--- config.mk ---
export PLATFORM = sky130hd
export DESIGN_NAME = tmr_pair
export DESIGN_NICKNAME = d
export VERILOG_FILES = /design/src/rtl/tmr_pkg.sv /design/src/rtl/tmr_ctl.sv /design/src/rtl/tmr_cnt.sv /design/src/rtl/tmr_pair.sv
export SDC_FILE = /design/constraint.sdc
export NUM_CORES = 1
export LEC_CHECK = 0
export BUFFER_PORTS_ARGS = -buffer_cell sky130_fd_sc_hd__buf_2
export CAP_MARGIN = 30
export CORE_MARGIN = 2
export CORE_UTILIZATION = 56
export CTS_BUF_LIST = sky130_fd_sc_hd__clkbuf_4 sky130_fd_sc_hd__clkbuf_8
export DETAILED_ROUTE_END_ITERATION = 12
export PLACE_DENSITY = 0.79
export SETUP_SLACK_MARGIN = 0.15
export SYNTH_ARGS = -nofsm -noshare
export SYNTH_HDL_FRONTEND = slang
export SYNTH_SLANG_ARGS = --single-unit
--- constraint.sdc ---
create_clock -name clk -period 2.2 [get_ports clk]
set_input_delay 0 -clock clk [delete_from_list [all_inputs] [get_ports clk]]
set_output_delay 0 -clock clk [all_outputs]
set_load 0.01 [all_outputs]
--- src/rtl/tmr_pkg.sv ---
package tmr_pkg;
  localparam int unsigned TMR_N     = 2;
  localparam int unsigned SEL_LO    = 0;
  localparam int unsigned SEL_HI    = 1;
  typedef enum logic {MODE_SPLIT = 1'b0, MODE_CHAIN = 1'b1} tmr_mode_e;
endpackage

--- src/rtl/tmr_ctl.sv ---
module tmr_ctl (
  input  logic clk,
  input  logic rst_n,
  input  logic run,
  output logic stat,
  output logic idle
);
  always_ff @(posedge clk or negedge rst_n) begin
    if (!rst_n) stat <= 1'b0;
    else        stat <= run;
  end

  assign idle = !run && !stat;

  AST_STAT_RISES: assert property (@(posedge clk) disable iff (!rst_n)
    $rose(run) |=> stat);
  AST_STAT_FALLS: assert property (@(posedge clk) disable iff (!rst_n)
    $fell(run) |=> !stat);
endmodule

--- src/rtl/tmr_cnt.sv ---
module tmr_cnt #(
  parameter int unsigned W = 8
) (
  input  logic         clk,
  input  logic         rst_n,
  input  logic         clr,
  input  logic         inc,
  output logic [W-1:0] cnt,
  output logic         wrap
);
  localparam logic [W-1:0] ALL_ONES = {W{1'b1}};

  always_ff @(posedge clk or negedge rst_n) begin
    if (!rst_n)   cnt <= '0;
    else if (clr) cnt <= '0;
    else if (inc) cnt <= cnt + 1'b1;
  end

  assign wrap = inc && (cnt == ALL_ONES);

  AST_CLEAR_ZERO: assert property (@(posedge clk) disable iff (!rst_n)
    clr |=> cnt == '0);
  AST_STEP_ONE: assert property (@(posedge clk) disable iff (!rst_n)
    (inc && !clr) |=> cnt == W'($past(cnt) + 1'b1));
  AST_HOLD_IDLE: assert property (@(posedge clk) disable iff (!rst_n)
    (!inc && !clr) |=> $stable(cnt));
endmodule

--- src/rtl/tmr_pair.sv ---
module tmr_pair
  import tmr_pkg::*;
#(
  parameter int unsigned W = 8
) (
  input  logic         clk,
  input  logic         rst_n,
  input  logic         cascade,
  input  logic [1:0]   run,
  input  logic [1:0]   tick,
  output logic [1:0]   stat,
  input  logic         bus_wr,
  input  logic         bus_rd,
  input  logic         bus_sel,
  input  logic [W-1:0] bus_wdata,
  output logic [W-1:0] bus_rdata,
  output logic         wr_fault
);
  logic [TMR_N-1:0] idle_v, clr_v, inc_v, wrap_v;
  logic [W-1:0]     cnt_v [TMR_N];
  logic [W-1:0]     hi_latch;
  logic             chain, wr_ok, busy_wr, cap_hi;
  logic             data_unused;

  assign chain       = (tmr_mode_e'(cascade) == MODE_CHAIN);
  assign data_unused = ^bus_wdata;

  for (genvar i = 0; i < TMR_N; i++) begin : g_tmr
    tmr_ctl u_ctl (
      .clk  (clk),
      .rst_n(rst_n),
      .run  (run[i]),
      .stat (stat[i]),
      .idle (idle_v[i])
    );
    tmr_cnt #(.W(W)) u_cnt (
      .clk  (clk),
      .rst_n(rst_n),
      .clr  (clr_v[i]),
      .inc  (inc_v[i]),
      .cnt  (cnt_v[i]),
      .wrap (wrap_v[i])
    );
  end

  // write gating: timer 0 governs both counters when chained
  always_comb begin
    if (chain) wr_ok = idle_v[SEL_LO];
    else       wr_ok = bus_sel ? idle_v[SEL_HI] : idle_v[SEL_LO];
    busy_wr = bus_wr && !wr_ok;
    clr_v[SEL_LO] = bus_wr && wr_ok && (chain || !bus_sel);
    clr_v[SEL_HI] = bus_wr && wr_ok && (chain ||  bus_sel);
  end

  assign inc_v[SEL_LO] = run[SEL_LO] && tick[SEL_LO];
  assign inc_v[SEL_HI] = chain ? wrap_v[SEL_LO] : (run[SEL_HI] && tick[SEL_HI]);

  always_ff @(posedge clk or negedge rst_n) begin
    if (!rst_n)       wr_fault <= 1'b0;
    else if (busy_wr) wr_fault <= 1'b1;
  end

  assign cap_hi = chain && bus_rd && !bus_sel;

  always_ff @(posedge clk or negedge rst_n) begin
    if (!rst_n)      hi_latch <= '0;
    else if (cap_hi) hi_latch <= cnt_v[SEL_HI];
  end

  always_comb begin
    if (!bus_sel)   bus_rdata = cnt_v[SEL_LO];
    else if (chain) bus_rdata = hi_latch;
    else            bus_rdata = cnt_v[SEL_HI];
  end

  AST_BUSY_FAULT: assert property (@(posedge clk) disable iff (!rst_n)
    (bus_wr && !bus_sel && (run[0] || stat[0])) |=> wr_fault);
  AST_BUSY_KEEPS_LO: assert property (@(posedge clk) disable iff (!rst_n)
    (bus_wr && (run[0] || stat[0]) && !inc_v[SEL_LO] && (chain || !bus_sel))
      |=> $stable(cnt_v[SEL_LO]));
  AST_FAULT_STICKY: assert property (@(posedge clk) disable iff (!rst_n)
    wr_fault |=> wr_fault);
  AST_HI_ON_CARRY: assert property (@(posedge clk) disable iff (!rst_n)
    (chain && !wrap_v[SEL_LO] && !clr_v[SEL_HI]) |=> $stable(cnt_v[SEL_HI]));
  AST_LATCH_GRAB: assert property (@(posedge clk) disable iff (!rst_n)
    cap_hi |=> hi_latch == $past(cnt_v[SEL_HI]));
  AST_LATCH_HOLD: assert property (@(posedge clk) disable iff (!rst_n)
    !cap_hi |=> $stable(hi_latch));
endmodule

Word level (Yosys, flattened, before mapping)
Cells that the tools add are included.
- reduce and logical (&&, ||, !) cells: 21
- equality and inequality tests: 1
- add/sub/neg operators: 2
- multiplexer cells: 9
- operators with widths (kind ; number):
    2-to-1 mux 8 bit ; 6
    adder 8 x 1 -> 8 bit, second input constant ; 2
    logical AND 1 bit ; 11
    equality test 8 bit, second input constant ; 1
    zero test 1 bit ; 6
    nonzero test 2 bit ; 2
    2-to-1 mux 1 bit ; 3
    logical OR 1 bit ; 2
- flip-flop bits (word level): 27

Depth between registers and ports, before layout
Gate-level depths: netlist of the first run.
- depth in word-level cells: 7
- mapped depth: 6

By module
From an unflattened synthesis of the first run, not the netlist that was laid out.
- cells, all modules: 140
- area, all modules: 1451.4 um^2
- modules (own cells, without submodules) (module ; times used ; cells an instance ; area an instance (um^2) ; sequential area each (um^2)):
    tmr_cnt ; 2 ; 39 ; 402.9 ; 200.2
    tmr_pair ; 1 ; 58 ; 588.1 ; 225.2
    tmr_ctl ; 2 ; 2 ; 28.8 ; 25.0

Worst setup path after synthesis of the first run
No wires, ideal clock.
- kind: register -> register
- start: register g_tmr[0].u_cnt.cnt[0]
- end: register g_tmr[1].u_cnt.cnt[7]
- cell stages (with the launch flop): 7
- setup slack: 0.423 ns
- period minus slack after synthesis: 1.777 ns
- required time: 2.122 ns
- data arrival time: 1.700 ns
- setup time: 0.078 ns
- cell sequence: dfrtp_1 > ha_1 > and4_4 > nand4_2 > and2_4 > or4_1 > a21oi_1
- cells in the longest elaborated chain, start to end: 4
- ends and longest elaborated chain (item ; line ; source):
    start: declaration ; tmr_cnt.sv:8 ; output logic [W-1:0] cnt,
    start signal: assignment ; tmr_cnt.sv:16 ; else if (inc) cnt <= cnt + 1'b1;
    equality test 8 bit ; tmr_cnt.sv:19 ; assign wrap = inc && (cnt == ALL_ONES);
    logical AND 1 bit ; tmr_cnt.sv:19 ;
    2-to-1 mux 1 bit ; tmr_pair.sv:56 ; assign inc_v[SEL_HI] = chain ? wrap_v[SEL_LO] : (run[SEL_HI] && tick[SEL_HI]);
    nonzero test 2 bit (no source line) ; - ;
    end signal: assignment ; tmr_cnt.sv:16 ;
    end: declaration ; tmr_cnt.sv:8 ;
No other way between the ends.
A chain may end at the register's enable or synchronous reset.

Worst setup path after layout of the first run
- start: register g_tmr[0].u_cnt.cnt[1]
- end: register g_tmr[1].u_cnt.cnt[7]
Same word-level chain as after synthesis.

==> results.md, run 1 <==
Status:
- The run finished with clean final reports.

CTS:
- The clock passes through at most 2 buffers.
- The clock buffer count from CTS is 3.
- The number of levels the H-tree was split into is 1.
- The clock-pin transition on the worst setup and hold timing paths is roughly 150 ps.
- The clock net sink count is 27.
- The clock tree from TritonCTS is yes.
- The later pin in the worst-skew pair is clocked with a latency of 330 ps.
- The cell at the root of the clock tree is clkbuf_4.

STA:
- The transition time at the pin with the least slew margin is 581 ps.
- The number of setup violations in the final report is 0.
- Setup repair after global routing left no endpoint under its margin.
- In the finished design, the share of the clock period the worst path needs comes to 0.867.
- The number of pins with negative max-slew slack in the final report is 0.
- Derived from the worst setup path, the maximum achievable clock frequency is around 520 MHz.
- The clock period minus worst slack is between 1500 and 2000 ps.
- In this run the tightest slew margin relative to its limit is 0.612.
- On the final layout, the worst clock skew is about 4.5 ps.
- The number of endpoints with negative hold slack in the final report is 0.
- For the final routed database, the setup TNS stands at 0 ps.

Detailed routing:
- For this run, the detailed router's first-pass iteration total came to 5.
- The detail-routed net length per standard cell is 14.7 microns.
- The DRC violation count after routing is 0.
- Summed over all layers, the routed wires come to approximately 2800 microns.
- The via count is between 1000 and 1500.
- The detail route stage leaves a number of antenna-violating nets equal to 0.
- The violation count after the first detailed-route iteration is 22.
- The detailed-route vias per instance is between 5 and 6.

GRT:
- The number of antenna violations at the first check in global routing is 0.
- The met3 capacity usage during global routing is 0.0250.
- The pin count of the biggest net entering global routing is 28.
- The first global-routing pass estimated about 4600 microns of wire.
- The total routing usage reported by global routing is 0.225.
- The most crowded layer after global routing is met2.
- For this run, global-route usage on met2 was measured as 0.359.
- The global-route congestion overflow total is 0.
- The number of global-route vias before repair was 1035.
- The global-route track usage on met1 is 0.301.

Finish:
- The layout cell share with drive strength beyond 1 is 0.250.
- The area growth from synthesis to layout is 14.3%.
- The number of diodes is 0.
- After filler insertion, the fill cell instance count of the layout stands at 200.
- The final core utilization is 0.663.
- After the last flow step, the layout net total stands at 181.

Synthesis:
- Synthesis produced a netlist with a net count of about 150.
- The total of flip-flops plus latches after synthesis is 27.
- Synthesis produced about 130 cells.
- Of the total synthesized cell area, the portion taken by full adders, half adders and majority gates is 0.0177.
- The cell area that synthesis handed to floorplanning was 0.00141 sq mm.
- The mean area per synthesized cell is roughly 11 sq um.
- The fraction of synthesized cell area in xor and xnor cells is 0.0497.
- The portion of synthesized area spent on multiplexers is 0.136.
- The simple-gate portion of the synthesized area is 0.208.
- The combinational family with the most area after synthesis is simple AND/OR/NAND/NOR gates.
- The post-synthesis compound-gate area fraction was 0.0896.
- Of the synthesized area, sequential elements account for 0.479.
- The number of synthesis warnings is 0.
- Counting distinct cell types in the post-synthesis netlist gives 34.

Placed design:
- The detailed placer's ending HPWL is a little under 2000 microns.
- The count of buffers from port buffering is 20.
- The congestion estimate from routability-driven global placement came to a little over 0.8.

Floorplan:
- The initial core utilization is 0.580.
- After floorplanning, the core was divided into 18 placement rows.
- The total die area is 0.00294 sq mm.
- The y dimension of the die is 54.2 microns.
- In this run the standard cell core region covers 0.00243 sq mm.
- The horizontal extent of the die is 54.2 microns.
- The number of top-level pins is 29.

Power and ir drop:
- In this run the power density over the cells is roughly 690 mW/mm^2.
- IR analysis of the VDD net gives a maximum drop of slightly below 0.0006 V.
- For this design the static power due to leakage is roughly 0.0008 uW.

Worst setup path:
- The worst setup path is captured at a register.
- The startpoint type of the worst setup path is a register.
- The critical path is of the reg2reg type.
- For the worst setup path, the data arrival time is 2180 ps.
- Of all nets on the critical path, the largest fanout is 5.
- At the worst endpoint, the required time is approximately 2500 ps.

Worst hold path:
- The worst hold-check path type is in2async.

Run:
- The total of max-cap violations is 0.
worst max-delay path, stage by stage (launching register included):
cell and delay (ps):
dfrtp_1 420, ha_1 180, and4_4 240, nand4_2 140, and2_4 220, or4_1 490, a21oi_1 150
metrics by stage:
| step | std cells | hold WS, ps | setup WS (ps) | area, sq um | total power (uW) |
|---|---|---|---|---|---|
| CTS | 189 | 195 | 257 | 1600 | 1100 |
| global placement | 180 | 30.3 | 336 | 1530 | 866 |
| floorplan | 134 | -296 | 423 | 1410 | 797 |
| detailed placement | 180 | 35.1 | 294 | 1530 | 882 |
| global route | 190 | 242 | 154 | 1610 | 1180 |
| finish | 190 | 174 | 292 | 1610 | 1110 |
sequential cells by signal, summed over array words and instances, names as in the netlist:
name              flops
hi_latch              8
g_tmr.u_ctl.stat      2
g_tmr.u_cnt.cnt      16
wr_fault              1
repair_timing:
item | CTS | global route
endpoints found under the setup margin | 0 | 1
hold endpoints to repair | 31 | 0
gates resized for setup | 0 | 0
setup buffers | 0 | 1
hold buffers | 5 | 0
worst paths after layout:
path	from	to	slack, ps	cells after the start
max	g_tmr[0].u_cnt.cnt[1]	g_tmr[1].u_cnt.cnt[7]	290	6
min	rst_n	g_tmr[1].u_cnt.cnt[5]	170	2
max reg2reg	g_tmr[0].u_cnt.cnt[1]	g_tmr[1].u_cnt.cnt[7]	290	6
min reg2reg	wr_fault	wr_fault	490	1
max in group asynchronous	rst_n	g_tmr[0].u_cnt.cnt[2]	1650	2
min in group clk	bus_sel	g_tmr[0].u_cnt.cnt[7]	210	4
Yosys cell counts:
cell,n,share of area
buf_2,2,0.0071
a221o_1,1,0.0071
mux2_2,9,0.072
nor3b_1,1,0.0053
mux2i_1,9,0.064
a21oi_1,11,0.039
nand4_1,2,0.0089
xor2_1,5,0.031
and3_1,3,0.013
o31ai_1,1,0.0053
nor3b_2,2,0.018
o21ai_0,1,0.0035
nor3_1,3,0.011
a211o_1,2,0.012
dfrtp_1,27,0.48
ha_1,2,0.018
or4_1,1,0.0053
nor2b_1,1,0.0044
nand3_1,5,0.018
or3_1,1,0.0044
nand2_1,8,0.021
and4_1,1,0.0062
and4_4,1,0.0080
and2b_1,1,0.0053
nand4_2,1,0.0089
nor2_1,20,0.053
xnor2_1,3,0.019
a211oi_1,2,0.011
a21o_1,1,0.0053
a22o_1,1,0.0062
buf_1,1,0.0027
and2_4,1,0.0062
buf_4,2,0.011
nand3b_1,2,0.011
cell usage in the layout (no fill, tap or decap):
cell type and instances:
nor3_1 3, a221o_1 1, and4_4 1, or4_1 1, buf_2 20, nor2b_1 1, nor3b_2 2, and4_1 1
and2b_1 1, nor2_1 20, o21ai_0 1, mux2i_1 9, clkinv_2 1, xnor2_1 3, xor2_1 5, a21o_1 1
ha_1 2, nand3b_1 2, nand3_1 5, or3_1 1, mux2_2 9, a22o_1 1, a211oi_1 2, buf_4 2
nand4_1 2, o31ai_1 1, nand2_1 8, a21oi_1 11, dfrtp_1 27, clkbuf_4 3, dlygate4sd3_1 5, and3_1 3
and2_4 1, nand4_2 1, nor3b_1 1, a211o_1 2
routing by layer:
| metal | part of all wire | up-vias |
|---|---|---|
| met5 | 0 | - |
| met3 | 0.051 | 5 |
| met4 | 0.019 | 0 |
| met1 | 0.46 | 537 |
| met2 | 0.47 | 35 |
| li1 | - | 534 |
report_power, final:
part	internal, uW	leakage, uW	switching [uW]
clock	68.5	0.0000177	153
combinational	131	0.000423	127
sequential	566	0.000356	67.7
total	766	0.000796	348
layout make-up:
type	count	area, sq um	share of cell area
clock buffers	3	22.5	0.0140
clock inverters	1	5.00	0.00311
multi-input cells	102	706	0.438
flip-flops and latches	27	676	0.419
well taps	30	37.5	0.0233
repair buffers	27	165	0.102
logic make-up after synthesis:
logic type                 after synthesis
and+or+nand+nor                         54
DFF                                     27
buffers and inverters                    5
muxes                                   18
xor gates and xnor gates                 8
AOI/OAI and AO/OA                       20
adders and majority gates                2
Note: power is estimated with default switching activity, not from simulation.
==> run 2, diff against run 1 <==
--- a/config.mk
+++ b/config.mk
@@ -7,12 +7,15 @@
 export LEC_CHECK = 0
 export BUFFER_PORTS_ARGS = -buffer_cell sky130_fd_sc_hd__buf_2
 export CAP_MARGIN = 30
-export CORE_MARGIN = 2
-export CORE_UTILIZATION = 56
+export CELL_PAD_IN_SITES_DETAIL_PLACEMENT = 0
+export CELL_PAD_IN_SITES_GLOBAL_PLACEMENT = 1
+export CORE_MARGIN = 4
+export CORE_UTILIZATION = 43
 export CTS_BUF_LIST = sky130_fd_sc_hd__clkbuf_4 sky130_fd_sc_hd__clkbuf_8
 export DETAILED_ROUTE_END_ITERATION = 12
 export PLACE_DENSITY = 0.79
 export SETUP_SLACK_MARGIN = 0.15
+export SKIP_CTS_REPAIR_TIMING = 1
 export SYNTH_ARGS = -nofsm -noshare
 export SYNTH_HDL_FRONTEND = slang
 export SYNTH_SLANG_ARGS = --single-unit
==> results.md, run 2 (synthesis results as in run 1) <==
Worst setup path:
- In this run the critical register-to-register path is launched from g_tmr[0].u_cnt.cnt[1].
- The count of cells along the worst register-to-register path is 6.
- The worst register-to-register path ends at g_tmr[1].u_cnt.cnt[7].
- The startpoint type of the worst setup path is a register.
- The required time of the critical path is roughly 2500 ps.
- The maximum fanout count along the critical path is 5.
- The launch point of the critical path is g_tmr[0].u_cnt.cnt[1].
- The endpoint kind of the worst setup timing path is a register.
- The classification of the worst setup path is reg2reg.
- The arrival time at the worst endpoint is 2160 ps.
- The setup slack on the worst flop-to-flop path is between 300 and 400 ps.

Floorplan:
- The die is roughly 65 microns tall.
- The number of top-level pins is 29.
- The initialized floorplan defines 20 standard-cell rows.
- The initial core utilization is 0.454.
- Measured along the x axis, the die boundary spans between 60 and 70 microns.
- The region available for standard cell placement spans 0.00310 sq mm.
- The total die area is roughly 0.0043 sq mm.

Status:
- The run finished with clean final reports.

Detailed routing:
- The detail-routed net length per standard cell is about 13 microns.
- The first detailed-routing pass took 4 iterations.
- The via count is roughly 1100.
- The detailed-route vias per instance is approximately 5.2.
- After the first detailed-routing iteration, the DRC count stood at 42.
- After detailed routing, the total wire length is 2760 microns.
- The count of nets left with antenna violations once routing finished came out at 0.
- The DRC violation count after routing is 0.

Run:
- The total of max-cap violations is 0.

CTS:
- The clock buffer count from CTS is 3.
- The maximum buffer depth of the clock tree is 2.
- The source-to-sink clock delay at the later pin of the worst-skew pair is ~320 ps.
- TritonCTS built the clock tree.
- For this design, the sink count on the clock tree is 27.
- The clock-pin transition on the worst setup and hold timing paths is ~150 ps.
- The root buffer cell chosen for the clock tree is clkbuf_4.
- The number of levels the H-tree was split into is 1.

Finish:
- In the final layout, the multi-input gates occupy approximately 710 sq um.
- Of the cells placed in the final design, the portion with a size suffix greater than 1 is 0.255.
- In the layout the commonest cells are dfrtp_1, nor2_1, buf_2.
- The register with the most flip-flops in the layout has 16 of them.
- Registers take between 600 and 700 sq um.
- From synthesis to final layout, the design area changed by 16.1%.
- Once layout is complete, the utilization of the core stands at 0.527.
- The leading cell type in the layout, fill and taps excluded is dfrtp_1.
- The final layout contains between 150 and 200 nets.
- Fill cells in the final layout number roughly 330.
- The largest registers in the layout are g_tmr.u_cnt.cnt: 16 flops, hi_latch: 8 flops, g_tmr.u_ctl.stat: 2 flops.
- The largest register by flop count is g_tmr.u_cnt.cnt.
- 0 antenna diodes ended up in the layout.

STA:
- The number of setup violations in the final report is 0.
- Setup repair after global routing left no endpoint under its margin.
- The transition time at the pin with the least slew margin is between 600 and 700 ps.
- The clock period minus worst slack is approximately 1900 ps.
- Summed over all failing endpoints, the final setup total negative slack is 0 ps.
- The worst max-slew margin expressed relative to the limit is 0.600.
- Between clock sinks in the finished design, the worst skew comes to roughly 4.9 ps.
- The number of endpoints with negative hold slack in the final report is 0.
- The maximum clock frequency is 527 MHz.
- The post-route clock period utilization is 0.863.
- The number of pins with negative max-slew slack in the final report came to 0.

Power and ir drop:
- The net switching power is between 300 and 400 uW.
- The total power is approximately 1100 uW.
- Summed over all cells, the static leakage comes to about 0.00080 uW.
- The share of total power dissipated in combinational logic is 0.232.
- The clock network fraction of total power is 0.194.
- The share of total power dissipated in sequential elements is 0.574.
- The internal portion of total power is approximately 770 uW.
- Dividing total power by cell area gives a power density of around 670 mW/mm^2.
- VDD sags by at most ~0.0004 V.
- The net switching fraction of the power is 0.305.

Placed design:
- The congestion estimate from routability-driven global placement came to 0.788.
- Detailed placement finished with a half-perimeter wire length of a little over 2000 microns.
- In this run the tool buffered the top-level ports with 20 buffer cells.

GRT:
- The total routing usage reported by global routing is 0.147.
- The wire length of the first global-routing pass is just under 5000 microns.
- The number of antenna violations at the first check in global routing was 0.
- The global-route congestion overflow total is 0.
- The pin count of the biggest net entering global routing is 28.
- The number of global-route vias before repair came to between 1000 and 1500.

Worst hold path:
- The worst hold-check path type is in2async.
==> run 2: per-layer routing <==
layer / part of all wire / track usage
met1: 0.50 / 0.210
met2: 0.45 / 0.221
met3: 0.041 / 0.0308
met4: 0.0076 / 0.0466
met5: 0 / 0
==> run 2: layout make-up <==
cell class,instances,area share
clock buffers,3,0.0138
repair buffers,28,0.106
multi-input cells,102,0.431
flip-flops and latches,27,0.413
clock inverters,1,0.00306
well taps,44,0.0336
==> run 2: power by group through the flow <==
stage          Clock [uW]  Combinational, uW  Sequential (uW)
2_1_floorplan           0                168              629
3_3_place_gp            0                229              642
3_5_place_dp            0                234              648
4_1_cts               222                235              638
5_1_grt               252                288              646
6_report              214                256              633
==> run 2: how the worst max path moves through the flow <==
stage / endpoint / cells past startpoint / slack (ps)
after floorplan: g_tmr[1].u_cnt.cnt[7] / 6 / 420
after global placement: g_tmr[1].u_cnt.cnt[7] / 6 / 340
after detailed placement: g_tmr[1].u_cnt.cnt[7] / 6 / 290
after CTS: g_tmr[1].u_cnt.cnt[7] / 6 / 270
after global routing: g_tmr[1].u_cnt.cnt[7] / 6 / 160
final: g_tmr[1].u_cnt.cnt[7] / 6 / 300
==> run 2: stage by stage <==
step | std cells | hold slack (ps) | cell area (sq um) | setup WS, ps
3_5_place_dp | 195 | 43.3 | 1550 | 285
4_1_cts | 199 | -330 | 1580 | 273
6_report | 205 | 195 | 1640 | 301
2_1_floorplan | 134 | -296 | 1410 | 423
3_3_place_gp | 195 | 42.0 | 1550 | 338
5_1_grt | 205 | 195 | 1640 | 161
==> run 2: worst max-delay path, cell delays in order (launching register included) <==
cell and delay [ps]:
dfrtp_1 420, ha_1 180, and4_4 240, nand4_2 140
and2_4 210, or4_1 490, a21oi_1 160
